<file path="config.mk">
export PLATFORM = sky130hd
export DESIGN_NAME = vlen_fetch
export DESIGN_NICKNAME = d
export VERILOG_FILES = /design/src/rtl/vlen_pkg.sv /design/src/rtl/vlen_hbuf.sv /design/src/rtl/vlen_reqgen.sv /design/src/rtl/vlen_pcreg.sv /design/src/rtl/vlen_fetch.sv
export SDC_FILE = /design/constraint.sdc
export NUM_CORES = 1
export LEC_CHECK = 0
export BUFFER_PORTS_ARGS = -buffer_cell sky130_fd_sc_hd__buf_2
export CAP_MARGIN = 20
export CORE_MARGIN = 5
export CORE_UTILIZATION = 35
export CTS_BUF_LIST = sky130_fd_sc_hd__clkbuf_8
export DETAILED_ROUTE_END_ITERATION = 8
export GPL_ROUTABILITY_DRIVEN = 0
export GPL_TIMING_DRIVEN = 0
export SKIP_LAST_GASP = 1
export SYNTH_ARGS = -nofsm -noshare
export SYNTH_HDL_FRONTEND = slang
export SYNTH_SLANG_ARGS = --single-unit
</file>
<file path="constraint.sdc">
create_clock -name clk -period 7 [get_ports clk]
set_input_delay 0.35 -clock clk [delete_from_list [all_inputs] [get_ports clk]]
set_output_delay 0.35 -clock clk [all_outputs]
set_load 0.005 [all_outputs]
</file>
<file path="src/rtl/vlen_pkg.sv">
package vlen_pkg;
  localparam int HALF_BITS = 16;
  localparam int WORD_BITS = 2 * HALF_BITS;

  typedef logic [HALF_BITS-1:0] half_t;

  // Width rule: both low bits set marks a 32-bit instruction.
  function automatic logic is_wide(input half_t h);
    return h[1:0] == 2'b11;
  endfunction
endpackage

</file>
<file path="src/rtl/vlen_hbuf.sv">
module vlen_hbuf
  import vlen_pkg::*;
#(
  parameter int CAP = 6,
  localparam int CW = $clog2(CAP + 1)
) (
  input  logic          clk,
  input  logic          rst_n,
  input  logic          flush,
  input  logic [1:0]    pop_n,
  input  logic [1:0]    push_n,
  input  half_t         push_a,
  input  half_t         push_b,
  output half_t         head0,
  output half_t         head1,
  output logic [CW-1:0] level
);
  half_t         slot_q [CAP];
  half_t         slot_d [CAP];
  logic [CW-1:0] cnt_q;

  // Shift out popped halfwords, then append arrivals behind the survivors.
  always_comb begin
    int kept;
    int src;
    kept = int'(cnt_q) - int'(pop_n);
    for (int i = 0; i < CAP; i++) begin
      src = i + int'(pop_n);
      slot_d[i] = slot_q[i];
      if (src < int'(cnt_q) && src < CAP) begin
        slot_d[i] = slot_q[src];
      end else if (push_n != 2'd0 && i == kept) begin
        slot_d[i] = push_a;
      end else if (push_n == 2'd2 && i == kept + 1) begin
        slot_d[i] = push_b;
      end
    end
  end

  for (genvar g = 0; g < CAP; g++) begin : g_slot
    always_ff @(posedge clk or negedge rst_n) begin
      if (!rst_n) slot_q[g] <= '0;
      else        slot_q[g] <= slot_d[g];
    end
  end

  always_ff @(posedge clk or negedge rst_n) begin
    if (!rst_n)     cnt_q <= '0;
    else if (flush) cnt_q <= '0;
    else            cnt_q <= CW'(int'(cnt_q) - int'(pop_n) + int'(push_n));
  end

  assign head0 = slot_q[0];
  assign head1 = slot_q[1];
  assign level = cnt_q;

  // arrivals never exceed the storage left after this cycle's pop.
  p_no_overflow_r11: assert property (@(posedge clk) disable iff (!rst_n)
    int'(cnt_q) - int'(pop_n) + int'(push_n) <= CAP);

  // the output side never takes more halfwords than are held.
  p_pop_backed_r2: assert property (@(posedge clk) disable iff (!rst_n)
    int'(pop_n) <= int'(cnt_q));
endmodule

</file>
<file path="src/rtl/vlen_reqgen.sv">
module vlen_reqgen
  import vlen_pkg::*;
#(
  parameter int                ADDR_W    = 32,
  parameter int                CAP       = 6,
  parameter logic [ADDR_W-1:0] BOOT_ADDR = '0,
  localparam int               CW        = $clog2(CAP + 1)
) (
  input  logic                 clk,
  input  logic                 rst_n,
  input  logic                 redir,
  input  logic [ADDR_W-1:0]    redir_pc,
  input  logic [CW-1:0]        level_after_pop,
  output logic                 imem_req,
  output logic [ADDR_W-1:0]    imem_addr,
  input  logic [WORD_BITS-1:0] imem_rdata,
  output logic [1:0]           push_n,
  output half_t                push_a,
  output half_t                push_b
);
  localparam logic [ADDR_W-1:0] WORD_MASK = ~ADDR_W'(3);
  localparam logic [ADDR_W-1:0] WORD_STEP = ADDR_W'(4);

  logic [ADDR_W-1:0] fetch_q;
  logic              epoch_q;
  logic              rsp_vld_q;
  logic              rsp_ep_q;
  logic              drop_q;
  logic              live;

  // A returning word counts only if it was requested in the current epoch.
  assign live = rsp_vld_q && (rsp_ep_q == epoch_q) && !redir;

  // Ask for a word only when it will surely fit beside what is held or in flight.
  assign imem_req  = int'(level_after_pop) + (live ? 2 : 0) + 2 <= CAP;
  assign imem_addr = fetch_q;

  always_comb begin
    push_n = 2'd0;
    push_a = imem_rdata[HALF_BITS-1:0];
    push_b = imem_rdata[WORD_BITS-1:HALF_BITS];
    if (live) begin
      if (drop_q) begin
        push_n = 2'd1;
        push_a = imem_rdata[WORD_BITS-1:HALF_BITS];
      end else begin
        push_n = 2'd2;
      end
    end
  end

  always_ff @(posedge clk or negedge rst_n) begin
    if (!rst_n) begin
      fetch_q   <= BOOT_ADDR & WORD_MASK;
      epoch_q   <= 1'b0;
      rsp_vld_q <= 1'b0;
      rsp_ep_q  <= 1'b0;
      drop_q    <= BOOT_ADDR[1];
    end else begin
      rsp_vld_q <= imem_req;
      rsp_ep_q  <= epoch_q;
      if (redir) begin
        fetch_q <= redir_pc & WORD_MASK;
        epoch_q <= ~epoch_q;
        drop_q  <= redir_pc[1];
      end else begin
        if (imem_req) fetch_q <= fetch_q + WORD_STEP;
        if (live)     drop_q  <= 1'b0;
      end
    end
  end

  // the word that returns right after a redirect is always stale.
  p_stale_dropped_r10: assert property (@(posedge clk) disable iff (!rst_n)
    redir |=> push_n == 2'd0);

  // requested addresses step by whole words between redirects.
  p_word_stride_r5: assert property (@(posedge clk) disable iff (!rst_n)
    imem_req && !redir |=> imem_addr == $past(imem_addr) + WORD_STEP);
endmodule

</file>
<file path="src/rtl/vlen_pcreg.sv">
module vlen_pcreg #(
  parameter int                ADDR_W    = 32,
  parameter logic [ADDR_W-1:0] BOOT_ADDR = '0
) (
  input  logic              clk,
  input  logic              rst_n,
  input  logic              redir,
  input  logic [ADDR_W-1:0] redir_pc,
  input  logic              step,
  input  logic              wide,
  output logic [ADDR_W-1:0] pc
);
  localparam logic [ADDR_W-1:0] HALF_MASK = ~ADDR_W'(1);

  logic [ADDR_W-1:0] pc_q;

  always_ff @(posedge clk or negedge rst_n) begin
    if (!rst_n)     pc_q <= BOOT_ADDR & HALF_MASK;
    else if (redir) pc_q <= redir_pc & HALF_MASK;
    else if (step)  pc_q <= pc_q + (wide ? ADDR_W'(4) : ADDR_W'(2));
  end

  assign pc = pc_q;

  // each transfer moves the address by the delivered width.
  p_pc_step_r3: assert property (@(posedge clk) disable iff (!rst_n)
    step && !redir |=> pc == $past(pc) + ($past(wide) ? ADDR_W'(4) : ADDR_W'(2)));

  // a redirect lands the address on the target halfword.
  p_pc_target_r8: assert property (@(posedge clk) disable iff (!rst_n)
    redir |=> pc == ($past(redir_pc) & HALF_MASK));
endmodule

</file>
<file path="src/rtl/vlen_fetch.sv">
module vlen_fetch
  import vlen_pkg::*;
#(
  parameter int                ADDR_W    = 32,
  parameter int                CAP_HW    = 6,
  parameter logic [ADDR_W-1:0] BOOT_ADDR = '0
) (
  input  logic                 clk,
  input  logic                 rst_n,
  input  logic                 flush_req,
  input  logic [ADDR_W-1:0]    flush_pc,
  output logic                 imem_req,
  output logic [ADDR_W-1:0]    imem_addr,
  input  logic [WORD_BITS-1:0] imem_rdata,
  output logic                 ins_valid,
  input  logic                 ins_ready,
  output logic [WORD_BITS-1:0] ins_word,
  output logic                 ins_wide,
  output logic [ADDR_W-1:0]    ins_pc
);
  localparam int CW = $clog2(CAP_HW + 1);

  half_t         head0;
  half_t         head1;
  logic [CW-1:0] level;
  logic [CW-1:0] level_after_pop;
  logic [1:0]    pop_n;
  logic [1:0]    push_n;
  half_t         push_a;
  half_t         push_b;
  logic          wide;
  logic          fire;

  assign wide      = is_wide(head0);
  assign ins_valid = (level != '0) && (!wide || level >= CW'(2));
  assign fire      = ins_valid && ins_ready;
  assign pop_n     = fire ? (wide ? 2'd2 : 2'd1) : 2'd0;
  assign level_after_pop = level - CW'(pop_n);

  assign ins_wide = wide;
  assign ins_word = wide ? {head1, head0} : {{HALF_BITS{1'b0}}, head0};

  vlen_hbuf #(.CAP(CAP_HW)) u_hbuf (
    .clk    (clk),
    .rst_n  (rst_n),
    .flush  (flush_req),
    .pop_n  (pop_n),
    .push_n (push_n),
    .push_a (push_a),
    .push_b (push_b),
    .head0  (head0),
    .head1  (head1),
    .level  (level)
  );

  vlen_reqgen #(.ADDR_W(ADDR_W), .CAP(CAP_HW), .BOOT_ADDR(BOOT_ADDR)) u_reqgen (
    .clk             (clk),
    .rst_n           (rst_n),
    .redir           (flush_req),
    .redir_pc        (flush_pc),
    .level_after_pop (level_after_pop),
    .imem_req        (imem_req),
    .imem_addr       (imem_addr),
    .imem_rdata      (imem_rdata),
    .push_n          (push_n),
    .push_a          (push_a),
    .push_b          (push_b)
  );

  vlen_pcreg #(.ADDR_W(ADDR_W), .BOOT_ADDR(BOOT_ADDR)) u_pcreg (
    .clk      (clk),
    .rst_n    (rst_n),
    .redir    (flush_req),
    .redir_pc (flush_pc),
    .step     (fire),
    .wide     (wide),
    .pc       (ins_pc)
  );

  // an offer that is not taken stays put.
  p_hold_r7: assert property (@(posedge clk) disable iff (!rst_n)
    ins_valid && !ins_ready && !flush_req |=>
      ins_valid && $stable(ins_word) && $stable(ins_wide) && $stable(ins_pc));

  // nothing is offered in the two cycles after a redirect.
  p_flush_gap_r8: assert property (@(posedge clk) disable iff (!rst_n)
    flush_req |=> !ins_valid ##1 !ins_valid);
endmodule

</file>
==> metrics.log <==
[metrics] type of element launching the critical path: flip-flop
[metrics] mean cell area of the mapped netlist: 8.99 um2
[metrics] Floorplan Core Area: 0.0334 mm2
[metrics] end point of the worst hold path: u_reqgen.drop_q$_DFFE_PN0P_
[metrics] Critical Path AT: about 6600 ps
[metrics] total routed wirelength: around 46000 um
[metrics] fmax: 161 MHz
[metrics] CP Capture Type: flip-flop
[metrics] overall die width: 193 um
[metrics] clock insertion delay at the later pin of the skew report: 490 ps
[metrics] number of inserted diodes: 0
[metrics] number of warnings reported in the yosys synthesis log: 0
[metrics] setup clock skew after layout: 17.2 ps
[metrics] Slowest-stage cell, CP: sky130_fd_sc_hd__a31oi_1
[metrics] number of buffer cells added on primary ports: between 150 and 200
[metrics] cts bufs inserted: 17
[metrics] clock buffer depth: 2
[metrics] most common cell after layout, fill and taps aside: sky130_fd_sc_hd__buf_2
[metrics] initial antenna violation count: 0
[metrics] detailed-route vias per instance: between 6 and 7
[metrics] max capacitance violation total: 0
[metrics] I/O pin count: 167
[metrics] headroom to the max-slew limit: 0.231
[metrics] Via Count: about 12000
[metrics] NumNets Final: 1584
[metrics] series of cell instances along the critical path: buf_2 > o31ai_4 > nor2_2 > buf_4 > buf_1 > ha_1 > inv_2 > buf_1 > ha_1 > nor2b_1 > o21ai_0 > and2_1 > clkbuf_1 > a31oi_1 > clkbuf_1 > nand2_1 > a21oi_1
[metrics] buffer cell driving the clock tree root: sky130_fd_sc_hd__clkbuf_8
[metrics] Final Setup Violations: 0
[metrics] Hold Buf Count CTS: 1
[metrics] post-CTS setup-driven buffer insertion count: 0
[metrics] startpoint of the lowest-slack hold path: flush_pc[1]
[metrics] CTS sink count: 164
[metrics] Netlist Area Pre-Place: 0.0118 mm2
[metrics] number of distinct standard cells referenced by the synthesized netlist: 71
[metrics] part of the Yosys area used for sequential elements: 0.349
[metrics] type of the worst min-delay path: input pin to flip-flop
[metrics] Routed WL per cell: ~24 um
[metrics] effective utilization at floorplan: 0.353
[metrics] Worst R2R Path Depth: 17
[metrics] clock-pin slew of the registers on the worst-case setup and hold paths: around 100 ps
[metrics] worst setup slack after placement: 1080 ps
[metrics] dominant register cell in the synthesized netlist: sky130_fd_sc_hd__dfrtp_1
[metrics] part of the cycle the worst path needs: 0.889
[metrics] unrepaired setup endpoints after global routing: false
[metrics] first-pass iteration count of the detailed router: 9
[metrics] number of H-tree levels: 4
[metrics] DRC violation count after routing: 0
[metrics] setup_tns: 0 ps
[metrics] largest net degree at the start of global routing: 90
[metrics] Resize count post-CTS: 0
[metrics] commonest cells after routing, fill and taps aside: sky130_fd_sc_hd__buf_2, sky130_fd_sc_hd__dfrtp_1, sky130_fd_sc_hd__nand2_1
[metrics] share of post-route cells with drive strength above 1: 0.212
[metrics] slack of the worst reg-to-reg path: between 700 and 800 ps
[metrics] maximum fanout count along the critical path: 12
[metrics] TritonCTS clock tree: done
[metrics] count of endpoints failing hold in the final timing report: 0
[metrics] grt ovf: 0
[metrics] Routed Antenna Nets: 0
[metrics] number of cell rows: 67
[metrics] vias in the first global route: about 12000
[metrics] GRT Overall Usage: 0.236
[metrics] run status: finished, final reports clean
[metrics] type of the setup path with the least slack: flip-flop to flip-flop
[metrics] Static Leakage: 0.00570 uW
[metrics] number of flops mapped to enable cells by yosys: 0
[metrics] share of synthesized flip-flops with an asynchronous set or reset: 1.00
[metrics] fin worst setup slack: 780 ps
[metrics] Slew Limit Fails: 0
[metrics] die height: about 190 um
[metrics] Worst VDD drop: 0.178 mV
[metrics] slew at the pin closest to its max-slew limit: 1150 ps
[metrics] required time worst endpoint: 7410 ps
[metrics] final HPWL from detailed placement: 35600 um
[metrics] Cells on Worst Hold Path: 3
[metrics] Cells after Synth: 1310
[metrics] endpoint of the lowest-slack register-to-register path: u_hbuf.slot_q[42]$_DFFE_PN0P_
[metrics] area growth from synthesis to layout: 15.6%
[metrics] FILL cells: 3491
[metrics] Total Die Area: 0.0374 mm2
[metrics] register bit count reported by yosys: 164
[metrics] Pwr per Cell Area: around 450 mW/mm2
[metrics] critical path's largest stage delay: 780 ps
[metrics] startpoint of the worst-slack reg-to-reg timing path: u_hbuf.level[2]$_DFF_PN0_
[metrics] Final min period: 6220 ps
[metrics] violation count after the first detailed-routing iteration: 1346
[metrics] first-pass GRT wire length: 69800 um
how the worst max path moves through the flow:
stage / slack [ps] / endpoint / cells past startpoint / start
floorplan: 2490 / u_reqgen.imem_addr[18]$_DFFE_PN0P_ / 19 / u_hbuf.level[2]$_DFF_PN0_
global placement: 1120 / u_hbuf.slot_q[36]$_DFFE_PN0P_ / 17 / u_hbuf.level[2]$_DFF_PN0_
detailed placement: 1080 / u_hbuf.slot_q[42]$_DFFE_PN0P_ / 17 / u_hbuf.level[2]$_DFF_PN0_
CTS: 1020 / u_hbuf.slot_q[42]$_DFFE_PN0P_ / 17 / u_hbuf.level[2]$_DFF_PN0_
global route: 650 / u_hbuf.slot_q[36]$_DFFE_PN0P_ / 17 / u_hbuf.level[2]$_DFF_PN0_
finish: 780 / u_hbuf.slot_q[42]$_DFFE_PN0P_ / 17 / u_hbuf.level[2]$_DFF_PN0_
state kept, by name, summed over array words and instances (netlist names):
name                count
u_reqgen.epoch_q        1
u_hbuf.head0           16
u_reqgen.rsp_ep_q       1
u_hbuf.head1           16
u_hbuf.slot_q          64
u_hbuf.level            3
u_pcreg.pc             31
u_reqgen.imem_addr     30
u_reqgen.rsp_vld_q      1
u_reqgen.drop_q         1
layer usage:
layer	wire (um)	track usage
met5	0	0
met4	2400	0.115
met3	4320	0.0569
met2	20500	0.367
met1	18800	0.310
critical path: cells and delay by family, from the launching register on:
| kind | cells | cell delay, ps |
|---|---|---|
| buffers and inverters | 7 | 2950 |
| AOI/OAI and AO/OA | 4 | 1160 |
| and+or+nand+nor | 4 | 820 |
| adders and majority gates | 2 | 710 |
| DFF | 1 | 460 |
synth_stat cells, types with 23 or more instances:
cell type	n	area (um2)
sky130_fd_sc_hd__a21oi_1	64	320
sky130_fd_sc_hd__a31oi_1	27	169
sky130_fd_sc_hd__and3_1	28	175
sky130_fd_sc_hd__buf_4	28	210
sky130_fd_sc_hd__clkbuf_1	61	229
sky130_fd_sc_hd__dfrtp_1	164	4100
sky130_fd_sc_hd__ha_1	23	288
sky130_fd_sc_hd__inv_1	44	165
sky130_fd_sc_hd__mux2_2	51	574
sky130_fd_sc_hd__mux2i_1	54	541
sky130_fd_sc_hd__nand2_1	109	409
sky130_fd_sc_hd__nand2b_1	25	156
sky130_fd_sc_hd__nand3_1	54	270
sky130_fd_sc_hd__nor2_1	105	394
sky130_fd_sc_hd__nor3_1	32	160
sky130_fd_sc_hd__o21ai_0	56	280
sky130_fd_sc_hd__o22ai_1	28	175
sky130_fd_sc_hd__xnor2_1	43	377
power by group:
group	leakage [uW]	internal, uW	switching, uW	total [uW]
Sequential	0.00192	1310	403	1710
Combinational	0.00356	1410	2260	3670
Clock	0.000217	347	443	790
Total	0.00570	3060	3100	6170
area by class of cell:
class,instances,area [um2],share of cell area
multi-input combinational,988,6930,0.509
inverter,48,180,0.0132
clock buffer,18,248,0.0182
sequential,164,4100,0.302
tap,448,561,0.0412
timing repair buffer,159,833,0.0612
clock inverter,14,184,0.0135
buffer,112,572,0.0420
per-stage QoR:
stage	utilization	hold WS [ps]	area, um2	instances	total power [uW]
global route	0.408	76.9	13600	1951	6540
floorplan	-	54.4	11800	1312	4050
global placement	0.393	420	13100	1917	5220
detailed placement	0.395	393	13200	1918	5280
CTS	0.408	65.5	13600	1951	6080
finish	0.408	98.3	13600	1951	6170
cells by family (layout without fill, tap and decap cells):
group,count (synthesis),in the layout,synth area share
AO/OA/AOI/OAI,377,377,0.233
AND/OR/NAND/NOR,407,407,0.167
multiplexers,114,114,0.112
adder cells (fa/ha/maj),26,26,0.0295
flip-flops,164,164,0.349
XOR/XNOR,61,61,0.0454
other,1,3,0.000319
buffers and inverters,160,351,0.0639
No activity file was read; power rests on OpenSTA's default activity.
